### config.mk
export PLATFORM = sky130hd
export DESIGN_NAME = pci_window_xlate
export DESIGN_NICKNAME = d
export VERILOG_FILES = /design/src/rtl/pwx_pkg.sv /design/src/rtl/pwx_regs.sv /design/src/rtl/pwx_xlate.sv /design/src/rtl/pwx_seq.sv /design/src/rtl/pci_window_xlate.sv
export SDC_FILE = /design/constraint.sdc
export NUM_CORES = 1
export LEC_CHECK = 0
export CAP_MARGIN = 20
export CORE_UTILIZATION = 30
export CTS_CLUSTER_SIZE = 20
export DETAILED_ROUTE_END_ITERATION = 10
export DONT_BUFFER_PORTS = 1
export RECOVER_POWER = 25
export SLEW_MARGIN = 5
export SYNTH_ARGS = -nofsm -noshare
export SYNTH_HDL_FRONTEND = slang
export SYNTH_HIERARCHICAL = 1
export SYNTH_SLANG_ARGS = --single-unit
### constraint.sdc
create_clock -name clk -period 4.4 [get_ports clk]
set_input_delay 0.66 -clock clk [delete_from_list [all_inputs] [get_ports clk]]
set_output_delay 0.66 -clock clk [all_outputs]
set_load 0.02 [all_outputs]
### src/rtl/pwx_pkg.sv
package pwx_pkg;
   typedef enum logic [1:0] {
      PW_IDLE = 2'd0,
      PW_WAIT = 2'd1,
      PW_DONE = 2'd2
   } pw_state_e;

   localparam logic [31:0] CTRL_WMASK = 32'h0000_10FE;
   localparam logic [31:0] UNC_WMASK  = 32'hC000_003F;

   localparam int CTRL_CFG_BIT   = 1;
   localparam int CTRL_HI_LSB    = 2;
   localparam int CTRL_RST_LSB   = 4;
   localparam int CTRL_GNT_LSB   = 6;
   localparam int CTRL_NOCACHE   = 12;
   localparam int UNC_SIZE_LSB   = 0;
   localparam int UNC_EN_BIT     = 5;
   localparam int UNC_BASE_LSB   = 30;
endpackage

### src/rtl/pwx_regs.sv
module pwx_regs
   import pwx_pkg::*;
#(
   parameter int DW = 32
) (
   input  logic          clk,
   input  logic          rst_n,
   input  logic          wr,
   input  logic          sel,
   input  logic [DW-1:0] wdata,
   output logic [DW-1:0] rdata,
   output logic          cfg_sel,
   output logic [1:0]    hi_sel,
   output logic [1:0]    rst_mode,
   output logic [1:0]    grant,
   output logic          cache_off,
   output logic [4:0]    unc_size,
   output logic          unc_en,
   output logic [1:0]    unc_base
);
   logic [DW-1:0] ctrl_q;
   logic [DW-1:0] unc_q;

   always_ff @(posedge clk or negedge rst_n) begin
      if (!rst_n) begin
         ctrl_q <= '0;
         unc_q  <= '0;
      end else if (wr) begin
         if (sel) unc_q  <= wdata & UNC_WMASK;
         else     ctrl_q <= wdata & CTRL_WMASK;
      end
   end

   always_comb rdata = sel ? unc_q : ctrl_q;

   assign cfg_sel   = ctrl_q[CTRL_CFG_BIT];
   assign hi_sel    = ctrl_q[CTRL_HI_LSB +: 2];
   assign rst_mode  = ctrl_q[CTRL_RST_LSB +: 2];
   assign grant     = ctrl_q[CTRL_GNT_LSB +: 2];
   assign cache_off = ctrl_q[CTRL_NOCACHE];
   assign unc_size  = unc_q[UNC_SIZE_LSB +: 5];
   assign unc_en    = unc_q[UNC_EN_BIT];
   assign unc_base  = unc_q[UNC_BASE_LSB +: 2];
endmodule

### src/rtl/pwx_xlate.sv
module pwx_xlate #(
   parameter int          AW         = 32,
   parameter logic [1:0]  APER_TAG   = 2'b10,
   parameter int          CFG_SPAN_W = 20,
   parameter bit          ALIGN_CHK  = 1'b1
) (
   input  logic [AW-1:0] addr,
   input  logic          cfg_sel,
   input  logic [1:0]    hi_sel,
   input  logic [1:0]    rst_mode,
   input  logic          cache_off,
   input  logic [4:0]    unc_size,
   input  logic          unc_en,
   input  logic [1:0]    unc_base,
   output logic          in_ap,
   output logic          cfg_bad,
   output logic [AW-1:0] pci_addr,
   output logic          nocache,
   output logic          rst_oe,
   output logic          rst_val
);
   localparam int OFF_W = AW - 2;

   logic [AW-1:0] win_base;
   logic [AW-1:0] diff;
   logic          span_bad;
   logic          align_bad;

   assign in_ap    = (addr[AW-1:OFF_W] == APER_TAG);
   assign pci_addr = {hi_sel, addr[OFF_W-1:0]};
   assign win_base = {unc_base, {OFF_W{1'b0}}};

   for (genvar g = 0; g < AW; g++) begin : g_win
      assign diff[g] = (g >= int'(unc_size)) && (addr[g] ^ win_base[g]);
   end

   assign nocache  = cache_off | (unc_en & ~|diff);
   assign span_bad = |addr[OFF_W-1:CFG_SPAN_W];

   if (ALIGN_CHK) begin : g_align
      assign align_bad = |addr[1:0];
   end else begin : g_noalign
      assign align_bad = 1'b0;
   end

   assign cfg_bad = cfg_sel & (span_bad | align_bad);

   always_comb begin
      unique case (rst_mode)
         2'd1:    begin rst_oe = 1'b1; rst_val = 1'b0; end
         2'd2:    begin rst_oe = 1'b1; rst_val = 1'b1; end
         default: begin rst_oe = 1'b0; rst_val = 1'b0; end
      endcase
   end
endmodule

### src/rtl/pwx_seq.sv
module pwx_seq
   import pwx_pkg::*;
#(
   parameter int AW = 32,
   parameter int DW = 32,
   localparam int BW = DW / 8
) (
   input  logic          clk,
   input  logic          rst_n,
   input  logic          lb_req,
   input  logic          lb_we,
   input  logic [BW-1:0] lb_be,
   input  logic [DW-1:0] lb_wdata,
   input  logic          in_ap,
   input  logic          cfg_bad,
   input  logic          cfg_sel,
   input  logic [AW-1:0] pci_addr,
   input  logic          nocache,
   output logic          lb_ack,
   output logic [DW-1:0] lb_rdata,
   output logic          pq_valid,
   output logic          pq_cfg,
   output logic          pq_we,
   output logic [AW-1:0] pq_addr,
   output logic [BW-1:0] pq_be,
   output logic [DW-1:0] pq_wdata,
   output logic          pq_nocache,
   input  logic          pr_done,
   input  logic          pr_abort,
   input  logic [DW-1:0] pr_rdata,
   output logic          abort_evt
);
   pw_state_e st;

   always_ff @(posedge clk or negedge rst_n) begin
      if (!rst_n) begin
         st         <= PW_IDLE;
         lb_ack     <= 1'b0;
         lb_rdata   <= '0;
         pq_valid   <= 1'b0;
         pq_cfg     <= 1'b0;
         pq_we      <= 1'b0;
         pq_addr    <= '0;
         pq_be      <= '0;
         pq_wdata   <= '0;
         pq_nocache <= 1'b0;
         abort_evt  <= 1'b0;
      end else begin
         lb_ack    <= 1'b0;
         abort_evt <= 1'b0;
         unique case (st)
            PW_IDLE: begin
               if (lb_req) begin
                  if (!in_ap) begin
                     st       <= PW_DONE;
                     lb_ack   <= 1'b1;
                     lb_rdata <= '0;
                  end else if (cfg_bad) begin
                     st        <= PW_DONE;
                     lb_ack    <= 1'b1;
                     abort_evt <= 1'b1;
                     lb_rdata  <= lb_we ? '0 : '1;
                  end else begin
                     st         <= PW_WAIT;
                     pq_valid   <= 1'b1;
                     pq_cfg     <= cfg_sel;
                     pq_we      <= lb_we;
                     pq_addr    <= pci_addr;
                     pq_be      <= lb_be;
                     pq_wdata   <= lb_wdata;
                     pq_nocache <= nocache;
                  end
               end
            end
            PW_WAIT: begin
               if (pr_abort) begin
                  st        <= PW_DONE;
                  pq_valid  <= 1'b0;
                  lb_ack    <= 1'b1;
                  abort_evt <= 1'b1;
                  lb_rdata  <= pq_we ? '0 : '1;
               end else if (pr_done) begin
                  st       <= PW_DONE;
                  pq_valid <= 1'b0;
                  lb_ack   <= 1'b1;
                  lb_rdata <= pq_we ? '0 : pr_rdata;
               end
            end
            default: st <= PW_IDLE;
         endcase
      end
   end
endmodule

### src/rtl/pci_window_xlate.sv
module pci_window_xlate #(
   parameter int          AW         = 32,
   parameter int          DW         = 32,
   parameter logic [1:0]  APER_TAG   = 2'b10,
   parameter int          CFG_SPAN_W = 20,
   parameter bit          ALIGN_CHK  = 1'b1,
   localparam int         BW         = DW / 8
) (
   input  logic          clk,
   input  logic          rst_n,
   input  logic          lb_req,
   input  logic          lb_we,
   input  logic [AW-1:0] lb_addr,
   input  logic [BW-1:0] lb_be,
   input  logic [DW-1:0] lb_wdata,
   output logic          lb_ack,
   output logic [DW-1:0] lb_rdata,
   input  logic          rg_wr,
   input  logic          rg_sel,
   input  logic [DW-1:0] rg_wdata,
   output logic [DW-1:0] rg_rdata,
   output logic          pq_valid,
   output logic          pq_cfg,
   output logic          pq_we,
   output logic [AW-1:0] pq_addr,
   output logic [BW-1:0] pq_be,
   output logic [DW-1:0] pq_wdata,
   output logic          pq_nocache,
   input  logic          pr_done,
   input  logic          pr_abort,
   input  logic [DW-1:0] pr_rdata,
   output logic          abort_evt,
   output logic          rst_oe,
   output logic          rst_val,
   output logic [1:0]    grant_policy
);
   if (AW != 32) begin : g_aw_chk
      $error("pci_window_xlate: AW must be 32");
   end
   if (DW != 32) begin : g_dw_chk
      $error("pci_window_xlate: DW must be 32");
   end
   if (CFG_SPAN_W < 3 || CFG_SPAN_W > AW - 3) begin : g_span_chk
      $error("pci_window_xlate: CFG_SPAN_W out of range");
   end

   logic          cfg_sel;
   logic [1:0]    hi_sel;
   logic [1:0]    rst_mode;
   logic          cache_off;
   logic [4:0]    unc_size;
   logic          unc_en;
   logic [1:0]    unc_base;
   logic          in_ap;
   logic          cfg_bad;
   logic [AW-1:0] pci_addr;
   logic          nocache;

   pwx_regs #(.DW(DW)) u_regs (
      .clk       (clk),
      .rst_n     (rst_n),
      .wr        (rg_wr),
      .sel       (rg_sel),
      .wdata     (rg_wdata),
      .rdata     (rg_rdata),
      .cfg_sel   (cfg_sel),
      .hi_sel    (hi_sel),
      .rst_mode  (rst_mode),
      .grant     (grant_policy),
      .cache_off (cache_off),
      .unc_size  (unc_size),
      .unc_en    (unc_en),
      .unc_base  (unc_base)
   );

   pwx_xlate #(
      .AW(AW), .APER_TAG(APER_TAG), .CFG_SPAN_W(CFG_SPAN_W), .ALIGN_CHK(ALIGN_CHK)
   ) u_xlate (
      .addr      (lb_addr),
      .cfg_sel   (cfg_sel),
      .hi_sel    (hi_sel),
      .rst_mode  (rst_mode),
      .cache_off (cache_off),
      .unc_size  (unc_size),
      .unc_en    (unc_en),
      .unc_base  (unc_base),
      .in_ap     (in_ap),
      .cfg_bad   (cfg_bad),
      .pci_addr  (pci_addr),
      .nocache   (nocache),
      .rst_oe    (rst_oe),
      .rst_val   (rst_val)
   );

   pwx_seq #(.AW(AW), .DW(DW)) u_seq (
      .clk        (clk),
      .rst_n      (rst_n),
      .lb_req     (lb_req),
      .lb_we      (lb_we),
      .lb_be      (lb_be),
      .lb_wdata   (lb_wdata),
      .in_ap      (in_ap),
      .cfg_bad    (cfg_bad),
      .cfg_sel    (cfg_sel),
      .pci_addr   (pci_addr),
      .nocache    (nocache),
      .lb_ack     (lb_ack),
      .lb_rdata   (lb_rdata),
      .pq_valid   (pq_valid),
      .pq_cfg     (pq_cfg),
      .pq_we      (pq_we),
      .pq_addr    (pq_addr),
      .pq_be      (pq_be),
      .pq_wdata   (pq_wdata),
      .pq_nocache (pq_nocache),
      .pr_done    (pr_done),
      .pr_abort   (pr_abort),
      .pr_rdata   (pr_rdata),
      .abort_evt  (abort_evt)
   );
endmodule

## Word level (Yosys, flattened, before mapping)

Index checks and enable logic that the tools add are counted.

- Output and inout port bits: 142
- Logic and storage cells: 139
- Input port bits: 140
- Register bits: 124

- Bitwise operators: 8
- Mux-type cells: 34
- $lt $le $gt $ge: 31
- Equal/unequal tests: 9
- Reductions and logical operators: 44

Operators by type and width:

| kind | count |
|---|---|
| two-way mux 32 bit | 9 |
| >= comparator 5 bit (first input constant) | 15 |
| case mux 32 bit (2 select lines) | 1 |
| >= comparator 4 x 5 -> 1 bit (first input constant) | 8 |
| OR reduction 32 bit | 1 |
| logical AND 1 bit | 31 |
| >= comparator 3 x 5 -> 1 bit (first input constant) | 4 |
| two-way mux 1 bit | 15 |
| >= comparator 1 x 5 -> 1 bit (first input constant) | 2 |
| >= comparator 2 x 5 -> 1 bit (first input constant) | 2 |
| two-way mux 2 bit | 5 |
| OR reduction 10 bit | 1 |
| AND reduction 4 bit | 2 |
| != test 3 bit (second input constant) | 2 |
| case mux 1 bit (2 select lines) | 3 |
| AND reduction 2 bit | 3 |
| AND reduction 5 bit | 1 |
| == test 2 x 1 -> 1 bit (second input constant) | 2 |
| == test 2 bit (second input constant) | 2 |
| != test 2 bit (second input constant) | 2 |
| case mux 2 bit (2 select lines) | 1 |
| OR reduction 2 bit | 2 |
| bitwise AND 1 bit | 2 |
| zero test 2 bit | 1 |
| other kinds (6) | 9 |

## Depth between registers and ports, before layout

- Depth in word-level cells: 7
- Gate-level depth with buffers: 8
- Mapped depth without buffers: 7

## Cells and area by module

Netlist, hierarchy kept.

Modules (own cells, without submodules):

| module | seq. area each (µm²) | area an instance (µm²) | times used | cells an instance |
|---|---|---|---|---|
| pwx_seq | 2702.6 | 4468.0 | 1 | 318 |
| pwx_regs | 400.4 | 894.6 | 1 | 69 |
| pwx_xlate | 0.0 | 723.2 | 1 | 111 |

## Least setup slack after synthesis

OpenSTA, ideal clock, no wires.

- Path type: input to register
- From: input lb_addr[27]
- To: register u_seq.pq_addr[0]
- Data required time: 4.275 ns
- Path slack: 2.153 ns
- Arrival: 2.123 ns
- Stages: 6
- Setup time: 0.125 ns
- Buffers on the path: 1
- Path through: nor4_1 a31oi_1 and2b_1 nand3_2 buf_2 mux2_2

- Longest elaborated chain between the ends: 5

RTL lines:

| what | line | RTL |
|---|---|---|
| from (decl) | pci_window_xlate.sv:13 | `input logic [AW-1:0] lb_addr,` |
| OR reduction 10 bit | pwx_xlate.sv:38 | `assign span_bad = \|addr[OFF_W-1:CFG_SPAN_W];` |
| bitwise OR 1 bit | pwx_xlate.sv:46 | `assign cfg_bad = cfg_sel & (span_bad \| align_bad);` |
| bitwise AND 1 bit | pwx_xlate.sv:46 |  |
| net cfg_bad | pci_window_xlate.sv:55 | `logic cfg_bad;` |
| inverter 1 bit (no source line) | -- |  |
| AND reduction 4 bit (no source line) | -- |  |
| to (signal assigned) | pwx_seq.sv:68 | `pq_addr <= pci_addr;` |
| to (decl) | pwx_seq.sv:24 | `output logic [AW-1:0] pq_addr,` |

The timed path passes the listed nets, and every way through them passes these cells.
A chain may end at the register's enable or synchronous reset.

==> impl_metrics.json <==
{
  "clk_latency_ps": 410,
  "grt_util_all_layers_pct": 13.7,
  "place_hpwl_mm": 10.5,
  "worstSetupStartpointType": "input port",
  "worstSetupPathType": "in -> async",
  "critPathRequiredTime_ps": 4230,
  "status": "complete, but fails checks",
  "fin_crit_ps": 3080,
  "gr-total-overflow": 0,
  "violations": "capacitance limit, slew limit",
  "synthFlopType": "dfrtp_1",
  "io_pins": 282,
  "grt_max_degree": 125,
  "grt_setup_unrepaired": "no",
  "die_w_um": 144,
  "fillerInstances": 1964,
  "peakVddDrop_uv": 218,
  "tritoncts": "built",
  "setup_tns_ps": 0,
  "row_count": 51,
  "cts.sinks": 124,
  "grt_pass1_vias": 3718,
  "final_max_slew_viol_count": 125,
  "seq_area_sq_um": 3100,
  "wl_per_cell_um": 19.7,
  "cts_made_buffers": 17,
  "layout_common_cells": "dfrtp_1, mux2_2, nor2_1",
  "nets": 599,
  "root_buffer": "clkbuf_16",
  "arrival_ps": 2910,
  "synth-edff-count": 0,
  "path_delay_family": "buffers and inverters",
  "synth_area_sq_um": 6090,
  "grt_pass1_wl_mm": 21.1,
  "drc_errors": 0,
  "crit_path_max_fanout": 124,
  "slowest_stage": "clkbuf_2",
  "place_inst": 703,
  "cts_buffer_depth": 2,
  "syn_to_final_growth_pct": 8.02,
  "syn_area_per_cell_sq_um": 12.2,
  "cts_resized": 0,
  "dieHeight_um": 144,
  "powerDensity_nw_per_um2": 614,
  "ys_async_sr_fraction_pct": 100,
  "port_buffers": 0,
  "gp_congestion": 0.790,
  "utilization_pct": 33.4,
  "drt_iter0_drc": 136,
  "final_area_sq_um": 6570,
  "wirelength_mm": 14.5,
  "min_period_over_period_pct": 70.0,
  "critPathMaxStageDelay_ps": 2080,
  "antenna_found_initial": 0,
  "clk_pin_slew_ps": 60,
  "p_leak_nw": 2.89,
  "worst_pin_slew_ps": 3080,
  "critical_path_buf_inv_count": 1,
  "yosys.cell_types.count": 44,
  "htreeDepth": 4,
  "ant_nets": 0,
  "die_area_sq_um": 20900,
  "layoutNonFillerInstCount": 736,
  "max-cap-violations": 1,
  "ys_ff_latch": 124,
  "coreArea_sq_um": 19700,
  "vias": 3648,
  "num_antenna_cells": 0,
  "viasPerCell": 4.96,
  "crit_chain": "clkbuf_2",
  "drive_gt1_share_pct": 35.7,
  "hold_class": "in -> reg",
  "max_freq_ghz": 0.325,
  "yosysWarnings": 6,
  "setup_viol": 0,
  "drt-pass1-iter-count": 4,
  "synthCells": 498,
  "initial_core_util_pct": 31.0,
  "endpoint_kind": "async pin",
  "dpl-instance-area_sq_um": 5990,
  "hold_viol_final": 0,
  "ys_seq_area_share_pct": 51.0,
  "final_common_cell": "dfrtp_1",
  "relSlewSlack_pct": -106,
  "finClkSkew_ps": 7.55,
  "multi_input_area_sq_um": 2450
}
[layer usage]
layer  vias up  track usage [%]  wire [um]
li1       1604                -          -
met1      1842             15.3       5580
met2       182             22.6       7200
met3        20             6.36       1470
met4         0             5.32        232
met5         -                0          0
[worst paths after layout]
kind	from	slack, ps	to	depth (start not counted)
max	rst_n	1320	u_seq/lb_ack	1
min	rg_wdata[7]	390	u_regs/ctrl_q[7]	1
max reg2reg	u_regs/ctrl_q[1]	1760	u_seq/pq_addr[12]	6
min reg2reg	u_seq/st[1]	530	u_seq/abort_evt	1
max in group clk	lb_addr[27]	1430	u_seq/pq_addr[12]	6
min in group asynchronous	rst_n	1210	u_seq/pq_addr[13]	1
[cell families after synthesis]
| family | after synthesis | share of synthesized area [%] |
|---|---|---|
| multiplexers | 124 | 24.0 |
| buffers and inverters | 95 | 10.2 |
| flip-flops | 124 | 51.0 |
| AND/OR/NAND/NOR | 76 | 6.29 |
| AO/OA/AOI/OAI | 75 | 7.96 |
| other | 1 | 0.0616 |
| XOR/XNOR | 2 | 0.288 |
| adder cells (fa/ha/maj) | 1 | 0.206 |
[synthesized netlist by cell type (3+ instances only)]
cell        n  area, sq um
dfrtp_1   124         3100
o22ai_1    35          219
o31ai_1     4         30.0
and2_1      3         18.8
o21ai_0     7         35.0
nand2_1     9         33.8
buf_6       5         56.3
a31oi_1     3         18.8
nor2_1     37          139
mux2_4     17          255
mux2_2    105         1180
nor4_1      5         31.3
nor2b_1     7         43.8
buf_2      12         60.1
inv_1      11         41.3
clkbuf_1   12         45.0
buf_4      54          405
a21oi_1    14         70.1
[registers in the layout, summed over array words and instances, names as in the netlist]
signal and count:
u_seq/pq_we 1, u_seq/pq_wdata 32, u_seq/abort_evt 1, u_seq/lb_rdata 32
u_seq/pq_addr 32, u_seq/pq_nocache 1, u_regs/ctrl_q 8, u_seq/pq_valid 1
u_seq/pq_cfg 1, u_seq/st 2, u_seq/lb_ack 1, u_regs/unc_q 8
u_seq/pq_be 4
[metrics by stage]
| step | hold WS, ps | setup slack [ps] | total power [mW] |
|---|---|---|---|
| after floorplan | 364 | 2150 | 2.55 |
| after global placement | 368 | 1080 | 2.64 |
| after detailed placement | 368 | 993 | 2.69 |
| after CTS | 236 | 1420 | 4.10 |
| after global routing | 362 | 744 | 4.25 |
| final | 392 | 1320 | 4.04 |
[worst register-to-register path, delay by kind of cell (launching register included)]
kind	cells	cell delay [ps]
AO/OA/AOI/OAI	1	310
buffers and inverters	2	610
flip-flops	1	430
multiplexers	1	420
AND/OR/NAND/NOR	2	760
[report_power, final]
| group | switching (mW) | total, mW | leakage [nW] | internal (mW) |
|---|---|---|---|---|
| clock network | 0.532 | 1.36 | 0.267 | 0.824 |
| logic | 0.243 | 0.567 | 1.08 | 0.324 |
| registers | 0.654 | 2.11 | 1.53 | 1.46 |
[cell type report]
type / count / share of cell area, %
Tap cell: 265 / 5.04
Inverter: 11 / 0.628
Multi-Input combinational cell: 299 / 37.2
Sequential cell: 124 / 47.2
Clock buffer: 20 / 7.10
Clock inverter: 12 / 1.75
Timing Repair Buffer: 5 / 1.07
[what timing repair did]
action	CTS	global route
buffers inserted	0	0
hold buffers	1	0
hold endpoints to repair	124	0
(Power assumes the default switching activity.)
